[config.mk]
export PLATFORM = sky130hd
export DESIGN_NAME = thread_issue_sched
export DESIGN_NICKNAME = d
export VERILOG_FILES = /design/src/rtl/sched_pkg.sv /design/src/rtl/sched_pointer.sv /design/src/rtl/sched_table.sv /design/src/rtl/sched_gate.sv /design/src/rtl/thread_issue_sched.sv
export SDC_FILE = /design/constraint.sdc
export NUM_CORES = 1
export LEC_CHECK = 0
export CAP_MARGIN = 20
export CORE_ASPECT_RATIO = 0.7
export CORE_MARGIN = 8
export CORE_UTILIZATION = 52
export DETAILED_ROUTE_END_ITERATION = 12
export PLACE_DENSITY = 0.67
export SYNTH_ARGS = -nofsm -noshare
export SYNTH_HDL_FRONTEND = slang
export SYNTH_SLANG_ARGS = --single-unit
[constraint.sdc]
create_clock -name clk -period 3.5 [get_ports clk]
set_input_delay 0.7 -clock clk [delete_from_list [all_inputs] [get_ports clk]]
set_output_delay 0.7 -clock clk [all_outputs]
set_load 0.05 [all_outputs]
[src/rtl/sched_pkg.sv]
package sched_pkg;

    localparam int unsigned DEF_THREADS = 8;
    localparam int unsigned DEF_DEPTH   = 64;

    typedef enum logic [1:0] {
        SLOT_ISSUE = 2'd0,
        SLOT_OFF   = 2'd1,
        SLOT_STALL = 2'd2
    } slot_state_e;

    function automatic int unsigned field_width(input int unsigned n);
        return (n < 2) ? 1 : $clog2(n);
    endfunction

endpackage

[src/rtl/sched_pointer.sv]
module sched_pointer #(
    parameter int unsigned TABLE_DEPTH = sched_pkg::DEF_DEPTH,
    localparam int unsigned IDX_W = sched_pkg::field_width(TABLE_DEPTH)
) (
    input  logic             clk,
    input  logic             rst,
    input  logic             last_we,
    input  logic [IDX_W-1:0] last_idx,
    output logic [IDX_W-1:0] slot_ptr,
    output logic [IDX_W-1:0] last_act,
    output logic             wrap
);
    localparam logic [IDX_W-1:0] LAST_MAX = IDX_W'(TABLE_DEPTH - 1);

    logic [IDX_W-1:0] last_stage;
    logic [IDX_W-1:0] last_clamped;

    assign last_clamped = (last_idx > LAST_MAX) ? LAST_MAX : last_idx;
    assign wrap         = (slot_ptr == last_act);

    always_ff @(posedge clk) begin
        if (rst) begin
            slot_ptr   <= '0;
            last_stage <= LAST_MAX;
            last_act   <= LAST_MAX;
        end else begin
            if (last_we) begin
                last_stage <= last_clamped;
            end
            if (wrap) begin
                slot_ptr <= '0;
                last_act <= last_stage;
            end else begin
                slot_ptr <= slot_ptr + IDX_W'(1);
            end
        end
    end

endmodule

[src/rtl/sched_table.sv]
module sched_table #(
    parameter int unsigned NUM_THREADS = sched_pkg::DEF_THREADS,
    parameter int unsigned TABLE_DEPTH = sched_pkg::DEF_DEPTH,
    localparam int unsigned TID_W = sched_pkg::field_width(NUM_THREADS),
    localparam int unsigned IDX_W = sched_pkg::field_width(TABLE_DEPTH)
) (
    input  logic                              clk,
    input  logic                              rst,
    input  logic                              tbl_we,
    input  logic [IDX_W-1:0]                  tbl_addr,
    input  logic [TID_W-1:0]                  tbl_tid,
    input  logic                              commit,
    input  logic [IDX_W-1:0]                  rd_idx,
    output logic [TID_W-1:0]                  rd_tid,
    output logic [TABLE_DEPTH-1:0][TID_W-1:0] act_tbl
);
    logic [TABLE_DEPTH-1:0][TID_W-1:0] stg_tbl;

    for (genvar e = 0; e < TABLE_DEPTH; e++) begin : g_entry
        always_ff @(posedge clk) begin
            if (rst) begin
                stg_tbl[e] <= '0;
                act_tbl[e] <= '0;
            end else begin
                if (tbl_we && (tbl_addr == IDX_W'(e))) begin
                    stg_tbl[e] <= tbl_tid;
                end
                if (commit) begin
                    act_tbl[e] <= stg_tbl[e];
                end
            end
        end
    end

    assign rd_tid = act_tbl[rd_idx];

endmodule

[src/rtl/sched_gate.sv]
module sched_gate #(
    parameter int unsigned NUM_THREADS = sched_pkg::DEF_THREADS,
    localparam int unsigned TID_W = sched_pkg::field_width(NUM_THREADS)
) (
    input  logic [NUM_THREADS-1:0] thread_en,
    input  logic [NUM_THREADS-1:0] thread_rdy,
    input  logic [TID_W-1:0]       slot_tid,
    output sched_pkg::slot_state_e slot_state
);
    always_comb begin
        if (!thread_en[slot_tid]) begin
            slot_state = sched_pkg::SLOT_OFF;
        end else if (!thread_rdy[slot_tid]) begin
            slot_state = sched_pkg::SLOT_STALL;
        end else begin
            slot_state = sched_pkg::SLOT_ISSUE;
        end
    end

endmodule

[src/rtl/thread_issue_sched.sv]
module thread_issue_sched #(
    parameter int unsigned NUM_THREADS = sched_pkg::DEF_THREADS,
    parameter int unsigned TABLE_DEPTH = sched_pkg::DEF_DEPTH,
    localparam int unsigned TID_W = sched_pkg::field_width(NUM_THREADS),
    localparam int unsigned IDX_W = sched_pkg::field_width(TABLE_DEPTH)
) (
    input  logic                   clk,
    input  logic                   rst,
    input  logic [NUM_THREADS-1:0] thread_en,
    input  logic [NUM_THREADS-1:0] thread_rdy,
    input  logic                   tbl_we,
    input  logic [IDX_W-1:0]       tbl_addr,
    input  logic [TID_W-1:0]       tbl_tid,
    input  logic                   last_we,
    input  logic [IDX_W-1:0]       last_idx,
    output logic                   issue_valid,
    output logic [TID_W-1:0]       issue_tid
);
    logic [IDX_W-1:0]                  slot_ptr;
    logic [IDX_W-1:0]                  last_act;
    logic                              wrap;
    logic [TABLE_DEPTH-1:0][TID_W-1:0] act_tbl;
    sched_pkg::slot_state_e            slot_state;

    sched_pointer #(.TABLE_DEPTH(TABLE_DEPTH)) u_ptr (
        .clk      (clk),
        .rst      (rst),
        .last_we  (last_we),
        .last_idx (last_idx),
        .slot_ptr (slot_ptr),
        .last_act (last_act),
        .wrap     (wrap)
    );

    sched_table #(.NUM_THREADS(NUM_THREADS), .TABLE_DEPTH(TABLE_DEPTH)) u_tbl (
        .clk      (clk),
        .rst      (rst),
        .tbl_we   (tbl_we),
        .tbl_addr (tbl_addr),
        .tbl_tid  (tbl_tid),
        .commit   (wrap),
        .rd_idx   (slot_ptr),
        .rd_tid   (issue_tid),
        .act_tbl  (act_tbl)
    );

    sched_gate #(.NUM_THREADS(NUM_THREADS)) u_gate (
        .thread_en  (thread_en),
        .thread_rdy (thread_rdy),
        .slot_tid   (issue_tid),
        .slot_state (slot_state)
    );

    assign issue_valid = (slot_state == sched_pkg::SLOT_ISSUE);

endmodule

==> flow_metrics.env <==
export IMPL_gp_congestion=0.9011
export IMPL_timing_critical_path_buf_inv=3
export IMPL_viasPerCell=5.794
export IMPL_min_period_over_period_pct=117.7
export IMPL_synthDistinctLibCells=44
export IMPL_clockBufferDepth=3
export IMPL_avgRoutedWirePerCell_um=19.07
export IMPL_cts_hold_buf=0
export IMPL_drive_above_1_share_pct=9.282
export IMPL_yosysWarnings=0
export IMPL_hold_viol=0
export IMPL_met2_usage_pct=36.24
export IMPL_antenna_found_initial=0
export IMPL_start_util_pct=52.61
export IMPL_worstPathArrival_ps=3420
export IMPL_grt_max_degree=118
export IMPL_synth_seq_cells=402
export IMPL_cts_tree="built"
export IMPL_swShare_pct=22.65
export IMPL_synth_edff_count=0
export IMPL_power_switching_uw=2108
export IMPL_clock_latency_ps=540
export IMPL_die_w_um=227.9
export IMPL_postSynthNetCount=2034
export IMPL_final_cell_mix="639 x nand2_1, 400 x dfxtp_1, 377 x a21oi_1"
export IMPL_dr_pass1_iters=6
export IMPL_dpl_hpwl_um=29260
export IMPL_grt_first_pass_wirelength_um=72460
export IMPL_dieArea_um2=37460
export IMPL_cts_root_buf="clkbuf_16"
export IMPL_grt_pass1_vias=12807
export IMPL_clkPwrFrac_pct=45.5
export IMPL_p_int_uw=7199
export IMPL_slowest_delay_ps=560
export IMPL_ioPinCount=39
export IMPL_cts_sinks=402
export IMPL_critical_path_class="reg -> out"
export IMPL_die_y_um=164.4
export IMPL_top_usage_layer="met2"
export IMPL_max_freq_mhz=242.7
export IMPL_critPathLaunchType="register"
export IMPL_path_cells="buf_8 > mux4_2 > mux4_2 > nor2_2 > a311oi_2 > a31oi_2 > buf_4 > mux4_2 > mux2i_4 > buf_12"
export IMPL_slew_violations=0
export IMPL_status="finished, violations left"
export IMPL_postSynth_asyncResetShare_pct=0
export IMPL_ant_nets=0
export IMPL_min_period_ps=4121
export IMPL_wl_um=46010
export IMPL_placeableCoreArea_um2=31080
export IMPL_synth_ff_type="dfxtp_1"
export IMPL_grt_use_met1_pct=34.68
export IMPL_p_comb_share_pct=4.9
export IMPL_num_rows=54
export IMPL_preCtsSetupSlack_ps=-195.0
export IMPL_nets=2000
export IMPL_ys_seq_area_share_pct=49.22
export IMPL_worstHoldPathType="reg -> reg"
export IMPL_violations="setup timing"
export IMPL_io_buffers=38
export IMPL_rsz0062_at_grt="true"
export IMPL_syn_instance_count=1998
export IMPL_setup_ws_ps=-621.1
export IMPL_fin_util_pct=59.48
export IMPL_cap_violations=0
export IMPL_skew_ps=11.31
export IMPL_pwr_share_seq_pct=49.5
export IMPL_h_tree_depth=2
export IMPL_layout_cells_most_common="nand2_1"
export IMPL_overflow=0
export IMPL_endpoint_kind="output pin"
export IMPL_worst_ep_required_time_ps=2800
export IMPL_tightest_slew_ps=1023
export IMPL_cts_buffers=38
export IMPL_track_usage_pct=23.88
export IMPL_finalSetupViolations=4
export IMPL_path_common_cell="mux4_2"
export IMPL_vias=13980
export IMPL_cp_slowest_cell="mux4_2"
export IMPL_drt_iter0_drc=1645
export IMPL_max_slew_margin_rel_pct=31.79
export IMPL_cp_top_family="multiplexers"
export IMPL_ir_drop_mv=0.3191
export IMPL_area_growth_pct=13.06
export IMPL_powerDensity_nw_per_um2=503.5
export IMPL_p_leak_uw=0.005979
export IMPL_critPathMaxFanout=8
export IMPL_avgSynthCellArea_um2=8.184
export IMPL_netlist_area_um2=16350
export IMPL_diodes=0
export IMPL_drc=0
export IMPL_grtUsageMet3_pct=3.779
export IMPL_cts_clk_slew_worst_paths_ps=70
[power by group through the flow]
stage	Sequential (uW)	Combinational, uW	Clock, uW
floorplan	4700	295	0
global route	4610	485	4470
finish	4610	458	4240
detailed placement	4710	436	0
CTS	4610	446	4300
global placement	4710	429	0
[metal layers]
layer | part of all wire [%] | up-vias
met2 | 43 | 464
met5 | 0 | -
li1 | - | 6701
met1 | 47 | 6730
met3 | 6.8 | 85
met4 | 2.7 | 0
[state kept, by name, summed over array words and instances (netlist names)]
| name | count |
|---|---|
| u_ptr.slot_ptr | 6 |
| u_tbl.stg_tbl | 192 |
| u_tbl.act_tbl | 192 |
| u_ptr.last_stage | 6 |
| u_ptr.last_act | 6 |
[cell type report]
type / instances / area, um2
timing repair buffer: 101 / 1012
tap: 420 / 525.5
inverter: 3 / 13.76
clock buffer: 60 / 1207
multi-input combinational: 1418 / 7600
fill: 2787 / 12590
clock inverter: 9 / 72.57
sequential: 402 / 8055
[logic make-up (layout without fill, tap and decap cells)]
group | after synthesis | count (layout) | share of synthesized area, %
AO/OA/AOI/OAI | 458 | 458 | 14.79
XOR/XNOR | 10 | 10 | 0.5356
adder cells (fa/ha/maj) | 1 | 1 | 0.07651
buffers and inverters | 178 | 173 | 4.798
flip-flops | 402 | 402 | 49.22
multiplexers | 81 | 81 | 8.777
AND/OR/NAND/NOR | 868 | 868 | 21.80
[synthesized netlist by cell type, types with 4 or more instances]
master / instances / area, um2
or2_2: 6 / 37.54
nor3b_1: 4 / 30.03
xnor2_1: 4 / 35.03
mux4_2: 12 / 270.3
clkbuf_1: 144 / 540.5
a21oi_1: 377 / 1887
nand2_1: 639 / 2399
o221ai_1: 5 / 43.79
mux2i_1: 38 / 380.4
a211o_1: 9 / 78.83
dfxtp_1: 402 / 8048
nand3_1: 135 / 675.7
nor3_1: 12 / 60.06
buf_2: 7 / 35.03
nand3b_1: 8 / 60.06
nor2_1: 41 / 153.9
nand2b_1: 5 / 31.28
buf_1: 14 / 52.55
nor2b_1: 8 / 50.05
mux4_1: 29 / 762.0
a221oi_1: 5 / 43.79
o21ai_0: 50 / 250.2
xor2_1: 6 / 52.55
[worst min-delay path: stages (launching register included)]
cell and delay [ps]:
dfxtp_1 310, nand2_1 50, a21oi_1 50
[final timing paths]
check	start	endpoint	slack, ps	cells after the start
worst min register to register	u_tbl.stg_tbl[26]$_SDFFE_PP0P_	u_tbl.act_tbl[26]$_SDFFE_PP0P_	450	2
worst max-delay path	u_ptr.slot_ptr[0]$_SDFF_PP0_	issue_valid	-620	10
worst max register to register	u_ptr.slot_ptr[2]$_SDFF_PP0_	u_tbl.act_tbl[45]$_SDFFE_PP0P_	940	7
worst min-delay path	u_tbl.stg_tbl[26]$_SDFFE_PP0P_	u_tbl.act_tbl[26]$_SDFFE_PP0P_	450	2
[what timing repair did]
item,4_1_cts,5_1_grt
endpoints found under the setup margin,4,4
pin swaps,8,3
resized for setup,20,10
setup buffers,3,2
[metrics by stage]
step | cell area [um2] | hold slack, ps | cells | TNS (ps) | power (uW)
floorplan | 16360 | 428.4 | 1998 | 0 | 4994
global placement | 17080 | 431.6 | 2338 | -176.9 | 5142
detailed placement | 17080 | 441.1 | 2338 | -195.0 | 5150
CTS | 18410 | 450.3 | 2410 | -1100 | 9354
global route | 18490 | 463.4 | 2413 | -1431 | 9566
finish | 18490 | 449.1 | 2413 | -1098 | 9308
Power figures use the tool's default switching activity.
